$ cat config.mk
export PLATFORM = sky130hd
export DESIGN_NAME = i2c_eeprom_slave
export DESIGN_NICKNAME = d
export VERILOG_FILES = /design/src/rtl/eep_pkg.sv /design/src/rtl/eep_line_sync.sv /design/src/rtl/eep_mem.sv /design/src/rtl/eep_ctrl.sv /design/src/rtl/i2c_eeprom_slave.sv
export SDC_FILE = /design/constraint.sdc
export NUM_CORES = 1
export LEC_CHECK = 0
export BUFFER_PORTS_ARGS = -buffer_cell sky130_fd_sc_hd__buf_2
export CORE_ASPECT_RATIO = 1.5
export CORE_MARGIN = 10
export CORE_UTILIZATION = 40
export CTS_CLUSTER_DIAMETER = 120
export DETAILED_ROUTE_END_ITERATION = 6
export GPL_ROUTABILITY_DRIVEN = 0
export HOLD_SLACK_MARGIN = 0.02
export PLACE_DENSITY_LB_ADDON = 0.25
export SETUP_SLACK_MARGIN = 0.5
export SYNTH_ARGS = -nofsm -noshare
export SYNTH_HDL_FRONTEND = slang
export SYNTH_HIERARCHICAL = 1
export SYNTH_SLANG_ARGS = --single-unit
$ cat constraint.sdc
create_clock -name clk -period 4.4 [get_ports clk]
set_input_delay 0.22 -clock clk [delete_from_list [all_inputs] [get_ports clk]]
set_output_delay 0.22 -clock clk [all_outputs]
set_load 0.02 [all_outputs]
$ cat src/rtl/eep_pkg.sv
package eep_pkg;
  localparam int BYTE_W = 8;

  typedef enum logic [2:0] {
    ST_IDLE  = 3'd0,
    ST_RX    = 3'd1,
    ST_RXACK = 3'd2,
    ST_TX    = 3'd3,
    ST_TXACK = 3'd4
  } st_t;

  typedef enum logic [1:0] {
    K_DEV   = 2'd0,
    K_WADDR = 2'd1,
    K_WDATA = 2'd2
  } kind_t;
endpackage

$ cat src/rtl/eep_line_sync.sv
module eep_line_sync #(
  parameter int STAGES = 2
) (
  input  logic clk,
  input  logic rst_n,
  input  logic din,
  output logic level,
  output logic rise,
  output logic fall
);
  logic [STAGES-1:0] pipe;
  logic              prev;

  always_ff @(posedge clk) begin
    if (!rst_n) begin
      pipe <= '1;
      prev <= 1'b1;
    end else begin
      pipe <= {pipe[STAGES-2:0], din};
      prev <= pipe[STAGES-1];
    end
  end

  assign level = pipe[STAGES-1];
  assign rise  = level & ~prev;
  assign fall  = ~level & prev;
endmodule

$ cat src/rtl/eep_mem.sv
module eep_mem #(
  parameter int AW = 7,
  parameter int DW = 8
) (
  input  logic          clk,
  input  logic          we,
  input  logic [AW-1:0] addr,
  input  logic [DW-1:0] wdata,
  output logic [DW-1:0] rdata
);
  localparam int DEPTH = 1 << AW;

  logic [DW-1:0] cells [DEPTH];

  always_ff @(posedge clk) begin
    if (we) cells[addr] <= wdata;
  end

  assign rdata = cells[addr];
endmodule

$ cat src/rtl/eep_ctrl.sv
module eep_ctrl
  import eep_pkg::*;
#(
  parameter int          AW       = 7,
  parameter int          PW       = 3,
  parameter logic [3:0]  DEV_CODE = 4'b1010
) (
  input  logic              clk,
  input  logic              rst_n,
  input  logic              scl_lvl,
  input  logic              scl_rise,
  input  logic              scl_fall,
  input  logic              sda_lvl,
  input  logic              sda_rise,
  input  logic              sda_fall,
  input  logic [2:0]        dev_sel,
  input  logic [BYTE_W-1:0] rdata,
  output logic              mem_we,
  output logic [BYTE_W-1:0] wdata,
  output logic [AW-1:0]     addr_o,
  output st_t               state_o,
  output logic              stop_o,
  output logic              sda_oe
);
  localparam int CW = $clog2(BYTE_W + 1);

  st_t               state;
  kind_t             kind;
  logic [CW-1:0]     bitcnt;
  logic [BYTE_W-1:0] shreg;
  logic [BYTE_W-1:0] txreg;
  logic              rw;
  logic              mack;
  logic [AW-1:0]     addr;

  logic start_c, stop_c, byte_done, dev_hit;
  logic [AW-1:0] next_waddr;

  assign start_c    = sda_fall & scl_lvl;
  assign stop_c     = sda_rise & scl_lvl;
  assign byte_done  = scl_fall && (bitcnt == CW'(BYTE_W));
  assign dev_hit    = (shreg[BYTE_W-1:1] == {DEV_CODE, dev_sel});
  assign next_waddr = {addr[AW-1:PW], PW'(addr[PW-1:0] + 1'b1)};

  assign mem_we  = (state == ST_RX) && (kind == K_WDATA) && byte_done &&
                   !start_c && !stop_c;
  assign wdata   = shreg;
  assign addr_o  = addr;
  assign state_o = state;
  assign stop_o  = stop_c;

  always_ff @(posedge clk) begin
    if (!rst_n) begin
      state  <= ST_IDLE;
      kind   <= K_DEV;
      bitcnt <= '0;
      shreg  <= '0;
      txreg  <= '0;
      rw     <= 1'b0;
      mack   <= 1'b0;
      addr   <= '0;
      sda_oe <= 1'b0;
    end else if (start_c) begin
      state  <= ST_RX;
      kind   <= K_DEV;
      bitcnt <= '0;
      sda_oe <= 1'b0;
    end else if (stop_c) begin
      state  <= ST_IDLE;
      bitcnt <= '0;
      sda_oe <= 1'b0;
    end else begin
      case (state)
        ST_RX: begin
          if (scl_rise) begin
            shreg  <= {shreg[BYTE_W-2:0], sda_lvl};
            bitcnt <= bitcnt + 1'b1;
          end else if (byte_done) begin
            bitcnt <= '0;
            case (kind)
              K_DEV: begin
                if (dev_hit) begin
                  rw     <= shreg[0];
                  sda_oe <= 1'b1;
                  state  <= ST_RXACK;
                end else begin
                  state <= ST_IDLE;
                end
              end
              K_WADDR: begin
                addr   <= shreg[AW-1:0];
                sda_oe <= 1'b1;
                state  <= ST_RXACK;
              end
              default: begin
                addr   <= next_waddr;
                sda_oe <= 1'b1;
                state  <= ST_RXACK;
              end
            endcase
          end
        end
        ST_RXACK: begin
          if (scl_fall) begin
            bitcnt <= '0;
            if (kind == K_DEV && rw) begin
              txreg  <= rdata;
              sda_oe <= ~rdata[BYTE_W-1];
              state  <= ST_TX;
            end else begin
              sda_oe <= 1'b0;
              kind   <= (kind == K_DEV) ? K_WADDR : K_WDATA;
              state  <= ST_RX;
            end
          end
        end
        ST_TX: begin
          if (scl_rise) begin
            bitcnt <= bitcnt + 1'b1;
          end else if (byte_done) begin
            sda_oe <= 1'b0;
            addr   <= addr + 1'b1;
            state  <= ST_TXACK;
          end else if (scl_fall) begin
            txreg  <= {txreg[BYTE_W-2:0], 1'b0};
            sda_oe <= ~txreg[BYTE_W-2];
          end
        end
        ST_TXACK: begin
          if (scl_rise) begin
            mack <= ~sda_lvl;
          end else if (scl_fall) begin
            if (mack) begin
              bitcnt <= '0;
              txreg  <= rdata;
              sda_oe <= ~rdata[BYTE_W-1];
              state  <= ST_TX;
            end else begin
              state <= ST_IDLE;
            end
          end
        end
        default: ;
      endcase
    end
  end
endmodule

$ cat src/rtl/i2c_eeprom_slave.sv
module i2c_eeprom_slave
  import eep_pkg::*;
#(
  parameter int         AW          = 7,
  parameter int         PW          = 3,
  parameter int         SYNC_STAGES = 2,
  parameter logic [3:0] DEV_CODE    = 4'b1010
) (
  input  logic       clk,
  input  logic       rst_n,
  input  logic       scl_i,
  input  logic       sda_i,
  input  logic [2:0] dev_sel,
  output logic       sda_oe
);
  localparam int NLINES = 2;

  logic [NLINES-1:0] raw, lvl, rise, fall;
  assign raw = {sda_i, scl_i};

  for (genvar g = 0; g < NLINES; g++) begin : g_line
    eep_line_sync #(.STAGES(SYNC_STAGES)) u_sync (
      .clk   (clk),
      .rst_n (rst_n),
      .din   (raw[g]),
      .level (lvl[g]),
      .rise  (rise[g]),
      .fall  (fall[g])
    );
  end

  logic              scl_lvl;
  logic              mem_we;
  logic              stop_evt;
  logic [BYTE_W-1:0] wdata, rdata;
  logic [AW-1:0]     addr;
  st_t               state;

  assign scl_lvl = lvl[0];

  eep_ctrl #(.AW(AW), .PW(PW), .DEV_CODE(DEV_CODE)) u_ctrl (
    .clk      (clk),
    .rst_n    (rst_n),
    .scl_lvl  (scl_lvl),
    .scl_rise (rise[0]),
    .scl_fall (fall[0]),
    .sda_lvl  (lvl[1]),
    .sda_rise (rise[1]),
    .sda_fall (fall[1]),
    .dev_sel  (dev_sel),
    .rdata    (rdata),
    .mem_we   (mem_we),
    .wdata    (wdata),
    .addr_o   (addr),
    .state_o  (state),
    .stop_o   (stop_evt),
    .sda_oe   (sda_oe)
  );

  eep_mem #(.AW(AW), .DW(BYTE_W)) u_mem (
    .clk   (clk),
    .we    (mem_we),
    .addr  (addr),
    .wdata (wdata),
    .rdata (rdata)
  );
endmodule

==> results of run 1 <==
stage by stage:
step	util, %	hold slack, ps	instance area [um^2]
after floorplan	-	293	42500
after global placement	42.6	415	45000
after detailed placement	42.6	399	45000
after CTS	45.6	134	48100
after global routing	45.6	241	48100
final	45.6	164	48100
flip-flops by register name, summed over array words and instances (netlist names):
| register | count |
|---|---|
| g_line.u_sync/pipe | 4 |
| g_line.u_sync/prev | 2 |
| u_ctrl/addr_o | 7 |
| u_ctrl/bitcnt | 4 |
| u_ctrl/kind | 2 |
| u_ctrl/mack | 1 |
| u_ctrl/rw | 1 |
| u_ctrl/sda_oe | 1 |
| u_ctrl/state_o | 3 |
| u_ctrl/txreg | 7 |
| u_ctrl/wdata | 8 |
| u_mem/cells | 1024 |
what timing repair did:
| item | CTS | global route |
|---|---|---|
| setup endpoints to repair | 1 | 3 |
| endpoints found under the hold margin | 13 | 0 |
| hold buffers | 5 | 0 |
| resized for setup | 1 | 3 |
power by group:
| part | internal [mW] | switching (mW) | total (mW) |
|---|---|---|---|
| sequential | 10.9 | 0.00369 | 10.9 |
| clock | 4.59 | 3.72 | 8.31 |
| combinational | 0.0177 | 0.0328 | 0.0504 |
| total | 15.5 | 3.76 | 19.3 |
worst min-delay path: cells and delay by family:
| kind | cells | cell delay (ps) |
|---|---|---|
| multiplexers | 1 | 140 |
| AND/OR/NAND/NOR | 3 | 310 |
| buffers and inverters | 1 | 90 |
| XOR/XNOR | 1 | 50 |
per-layer routing:
layer  vias to the layer above  routed length, um  GRT usage, %
met4                         0               8570          12.5
li1                      11200                  -             -
met5                         -                  0             0
met3                       339              10800          3.98
met2                      1450              68300          38.4
met1                     13900              50100          27.3
cell type report:
cell class              instances  area (um^2)
fillers                      9275        57500
flip-flops and latches       1064        31600
multi-input cells            1446         9810
clock buffers                 119         2550
repair buffers                228         1840
well taps                    1406         1760
clock inverters                54          514
inverters                       9         36.3
diodes                          2         5.00
path summary, 6_finish.rpt:
| path | from | end | cells after the start |
|---|---|---|---|
| worst max-delay path | u_ctrl/addr_o[2] | u_ctrl/txreg[4] | 11 |
| worst min-delay path | dev_sel[1] | u_ctrl/rw | 6 |
| worst max register to register | u_ctrl/addr_o[2] | u_ctrl/txreg[4] | 11 |
| worst min register to register | g_line[0].u_sync/pipe[0] | g_line[0].u_sync/pipe[1] | 1 |
==> run summary, run 1 <==
Status -> finished, final reports clean
WL/cell -> 31.8 um
RSZ-0062 raised after global routing -> no
Antenna violations before repair -> 0
Cell family with most CP delay -> compound AO/OA/AOI/OAI gates
Max Cap Viol -> 0
CP max-delay cell -> dfxtp_4
Clock sinks -> 1064
Die width -> 286 um
I/O Pins -> 8
Clock Path Buffers -> 3
Skew final -> 34.6 ps
DR iter-0 viols -> 3499
Critical-path cell list -> buf_4, nor2b_4, buf_12, buf_12, a22oi_1, o211ai_1, o21ai_0, o211ai_1, a32o_1, nand2_1, a311oi_1
Min cycle time layout -> 3860 ps
Area delta synth->final -> 13.3%
Worst-Skew Late Latency -> 710 ps
Number of global-route vias before repair -> 26700
Hold Crit Class -> in -> reg
Max Freq -> 0.259 GHz
Setup TNS -> 0 ps
Die footprint -> 0.120 mm^2
Die H -> 419 um
WP data required -> 4990 ps
Syn Nets -> 2737
Row count -> 146
WP buf/inv -> 3
Crit-path max FO -> 34
Gr usage total -> 22.7%
Inst Count DP -> 4148
CP Capture Type -> flip-flop
Routed via count -> 26900
Nets -> 2855
Clock-pin slew on the worst setup and hold paths -> 70 ps
Root Buffer -> clkbuf_16
Leak -> 15.3 nW
Initial Util -> 40.2%
VDD IR max -> 0.312 mV
Post-CTS setup buffer count -> 0
Pre-CTS WS -> 496 ps
I/O Buffers -> 7
Warnings from Yosys -> 6
Least-Margin Pin Slew -> 1390 ps
Slowest Stage Delay on Critical Path -> 720 ps
Critical path launch point type -> flip-flop
Routed Antenna Nets -> 0
Routed WL -> 138 mm
Placed wire-length estimate -> 88.5 mm
Max_slew headroom -> 7.21%
Count of final setup violators -> 0
Reg2Reg Setup Slack -> 540 ps
GRT overflow -> 0
Post-Syn Instances -> 2727
Share of layout cells above drive strength 1 -> 16.5%
H-tree levels -> 3
Setup CP Type -> reg -> reg
CTS buffer count -> 96
Vias per inst -> 6.21
Worst EP arrival -> 4450 ps
Most common cell after layout, fill and taps aside -> edfxtp_1
Final Max Tran Viols -> 0
DRT Pass-1 Iters -> 6
Commonest non-fill, non-tap cells in the layout -> edfxtp_1 (1024), nor2_1 (272), a221oi_1 (220)
Largest net degree at the start of global routing -> 76
CTS tree -> built
Mapped cell area -> 0.0425 mm^2
Post-Syn Area per Cell -> 15.6 um^2
First-pass GRT wire length -> 198 mm
Fin cells -> 4328
Final period utilization -> 87.8%
CORE AREA -> 0.106 mm^2
Fin. Hold Viols -> 0
Power Density -> 401 mW/mm^2
Worst setup margin -> 536 ps
Post-route DRC violation count -> 0
Final Total Pwr -> 19.3 mW
Power figures use the tool's default switching activity.
==> run 2: changes to the inputs <==
--- a/config.mk
+++ b/config.mk
@@ -6,7 +6,6 @@
 export NUM_CORES = 1
 export LEC_CHECK = 0
 export BUFFER_PORTS_ARGS = -buffer_cell sky130_fd_sc_hd__buf_2
-export CORE_ASPECT_RATIO = 1.5
 export CORE_MARGIN = 10
 export CORE_UTILIZATION = 40
 export CTS_CLUSTER_DIAMETER = 120
==> run summary, run 2 (synthesis results as in run 1) <==
Sequential share of power -> 53.6% (-3.0 points)
First-pass GRT wire length -> 188 mm (-5.3%)
Min cycle time layout -> 3730 ps (-134 ps)
Inst Count DP -> 4095 (-1.3%)
CTS buffer count -> 107 (+11%)
Clock share of power -> 46.2% (+3.1 points)
Area delta synth->final -> 13.9%
WP data required -> 4920 ps (-70 ps)
Clock sinks -> 1064 (unchanged)
Number of global-route vias before repair -> 26300 (-1.6%)
Pre-CTS WS -> 596 ps (+99.5 ps)
Met3 WL -> 11.6 mm (+6.9%)
Diodes inserted -> 0 (-2)
Die footprint -> 0.120 mm^2 (-0.22%)
Initial Util -> 40.3% (+0.065 points)
Count of final setup violators -> 0 (unchanged)
CORE AREA -> 0.105 mm^2 (-0.16%)
WL met2 -> 59.5 mm (-13%)
CTS tree -> built
Leak -> 15.3 nW (+0.41%)
Most common cell after layout, fill and taps aside -> edfxtp_1
DRT Pass-1 Iters -> 6 (unchanged)
H-tree levels -> 3 (unchanged)
Root Buffer -> clkbuf_16
Row count -> 119 (-18%)
Max Freq -> 0.268 GHz (+3.6%)
Routed Antenna Nets -> 0 (unchanged)
Int Pwr -> 16.5 mW (+6.1%)
Path depth of the worst reg2reg path -> 11 (unchanged)
Fin cells -> 4294 (-0.79%)
Worst-Skew Late Latency -> 710 ps (about the same)
Routed via count -> 26600 (-0.93%)
GRT overflow -> 0 (unchanged)
Power Density -> 421 mW/mm^2 (+5.1%)
I/O Buffers -> 7 (unchanged)
CP max-delay cell -> dfxtp_4
Clock-pin slew on the worst setup and hold paths -> 70 ps (about the same)
Setup CP Type -> reg -> reg
Nets -> 2829 (-0.91%)
Fin. Hold Viols -> 0 (unchanged)
Slowest Stage Delay on Critical Path -> 500 ps (-220 ps)
Commonest non-fill, non-tap cells in the layout -> edfxtp_1 (1024), nor2_1 (263), a221oi_1 (220)
RSZ-0062 raised after global routing -> no
Critical path depth -> 11 (unchanged)
Setup TNS -> 0 ps (unchanged)
I/O Pins -> 8 (unchanged)
Critical path startpoint -> u_ctrl/addr_o[0]
Post-route DRC violation count -> 0 (unchanged)
RR Endpoint -> u_ctrl/txreg[0]
Gr usage total -> 20.9% (-1.8 points)
Crit-path max FO -> 20 (-41%)
Final instance area -> 0.0484 mm^2 (+0.57%)
Routed WL -> 129 mm (-6.1%)
Max Cap Viol -> 0 (unchanged)
Die width -> 346 um (+21%)
VDD IR max -> 0.298 mV (-4.7%)
Placed cell area -> 0.0447 mm^2 (-0.69%)
DR iter-0 viols -> 3638 (+4.0%)
Critical-path cell list -> inv_2, nand2_1, buf_4, o22ai_1, a221oi_1, o22ai_1, o41ai_1, buf_4, nand4_1, nand4b_1, o32ai_1
WP buf/inv -> 3 (unchanged)
Max reg flops -> 1024 (unchanged)
Reg2Reg Setup Slack -> 670 ps (+130 ps)
Skew final -> 33.7 ps (-0.895 ps)
Worst EP arrival -> 4250 ps (-200 ps)
WL/cell -> 30.2 um (-5.3%)
Net Sw Power -> 3.91 mW (+4.2%)
Antenna violations before repair -> 2 (+2)
Clock Path Buffers -> 3 (unchanged)
Cell family with most CP delay -> compound AO/OA/AOI/OAI gates
Hold Crit Class -> in -> reg
Placed wire-length estimate -> 78.3 mm (-12%)
Status -> finished, final reports clean
Final Max Tran Viols -> 0 (unchanged)
Die H -> 346 um (-17%)
Max_slew headroom -> 15.3% (+8.1 points)
Reg-to-Reg Start -> u_ctrl/addr_o[0]
Critical path launch point type -> flip-flop
Largest net degree at the start of global routing -> 85 (+12%)
Met1 wire length -> 53.4 mm (+6.7%)
Sw Share -> 19.2% (-0.28 points)
Logic pwr share -> 0.2% (about the same)
Worst setup margin -> 670 ps (+134 ps)
Vias per inst -> 6.20 (-0.15%)
Final period utilization -> 84.8% (-3.1 points)
CP Capture Type -> flip-flop
Least-Margin Pin Slew -> 1270 ps (-123 ps)
Max layer used -> met5
Worst setup path end -> u_ctrl/txreg[0]
Share of layout cells above drive strength 1 -> 16.3% (-0.14 points)
Largest Register -> u_mem/cells
-- run 2: cell types whose count changed in the layout (fill, tap and decap cells not counted), sizes merged --
cell and delta:
clkinvlp +2, clkbuf +13, diode -2, buf -37, bufinv +8, inv -3
-- run 2: worst min path at each step --
stage	startpoint	endpoint	slack [ps]	cells past startpoint
floorplan	rst_n	g_line[0].u_sync/pipe[0]	290	1
global placement	scl_i	g_line[0].u_sync/pipe[0]	420	2
detailed placement	g_line[1].u_sync/pipe[0]	g_line[1].u_sync/pipe[1]	400	1
CTS	dev_sel[1]	u_ctrl/rw	160	6
global route	dev_sel[0]	u_ctrl/rw	240	6
finish	dev_sel[0]	u_ctrl/rw	180	6
-- run 2: stage by stage --
stage	util, %	power, mW	hold slack [ps]
after floorplan	-	11.2	293
after detailed placement	42.4	11.2	396
after CTS	45.9	20.5	156
after global placement	42.4	11.2	415
final	45.9	20.4	183
after global routing	45.9	20.9	237
-- run 2: worst min-delay path: cells and delay by family --
kind / cells / cell delay, ps
multiplexers: 1 / 110
XOR/XNOR: 1 / 50
AND/OR/NAND/NOR: 3 / 380
buffers and inverters: 1 / 80
-- run 2: cell type report --
class | count | area (um^2)
Fill cell | 9141 | 57000
Sequential cell | 1064 | 31600
Multi-Input combinational cell | 1446 | 9840
Clock buffer | 132 | 2840
Tap cell | 1391 | 1740
Timing Repair Buffer | 191 | 1560
Clock inverter | 61 | 777
Inverter | 9 | 36.3
-- run 2: power groups by stage --
stage               logic (mW)  registers [mW]  clock network (mW)
floorplan               0.0275            11.2                   0
global route            0.0476            10.9                9.96
CTS                     0.0431            10.9                9.53
global placement        0.0382            11.1                   0
detailed placement      0.0391            11.1                   0
finish                  0.0438            10.9                9.41
-- run 2: routing by layer --
layer | track usage, % | vias up
met2 | 32.8 | 1407
met3 | 3.94 | 267
li1 | - | 11200
met5 | 0 | -
met1 | 28.9 | 13800
met4 | 7.44 | 2
-- run 2: what timing repair did --
| action | in CTS | in global routing |
|---|---|---|
| endpoints found under the hold margin | 14 | 0 |
| resized for setup | 0 | 11 |
| hold buffers | 5 | 0 |
| setup endpoints to repair | 0 | 178 |
| buffers inserted | 0 | 1 |
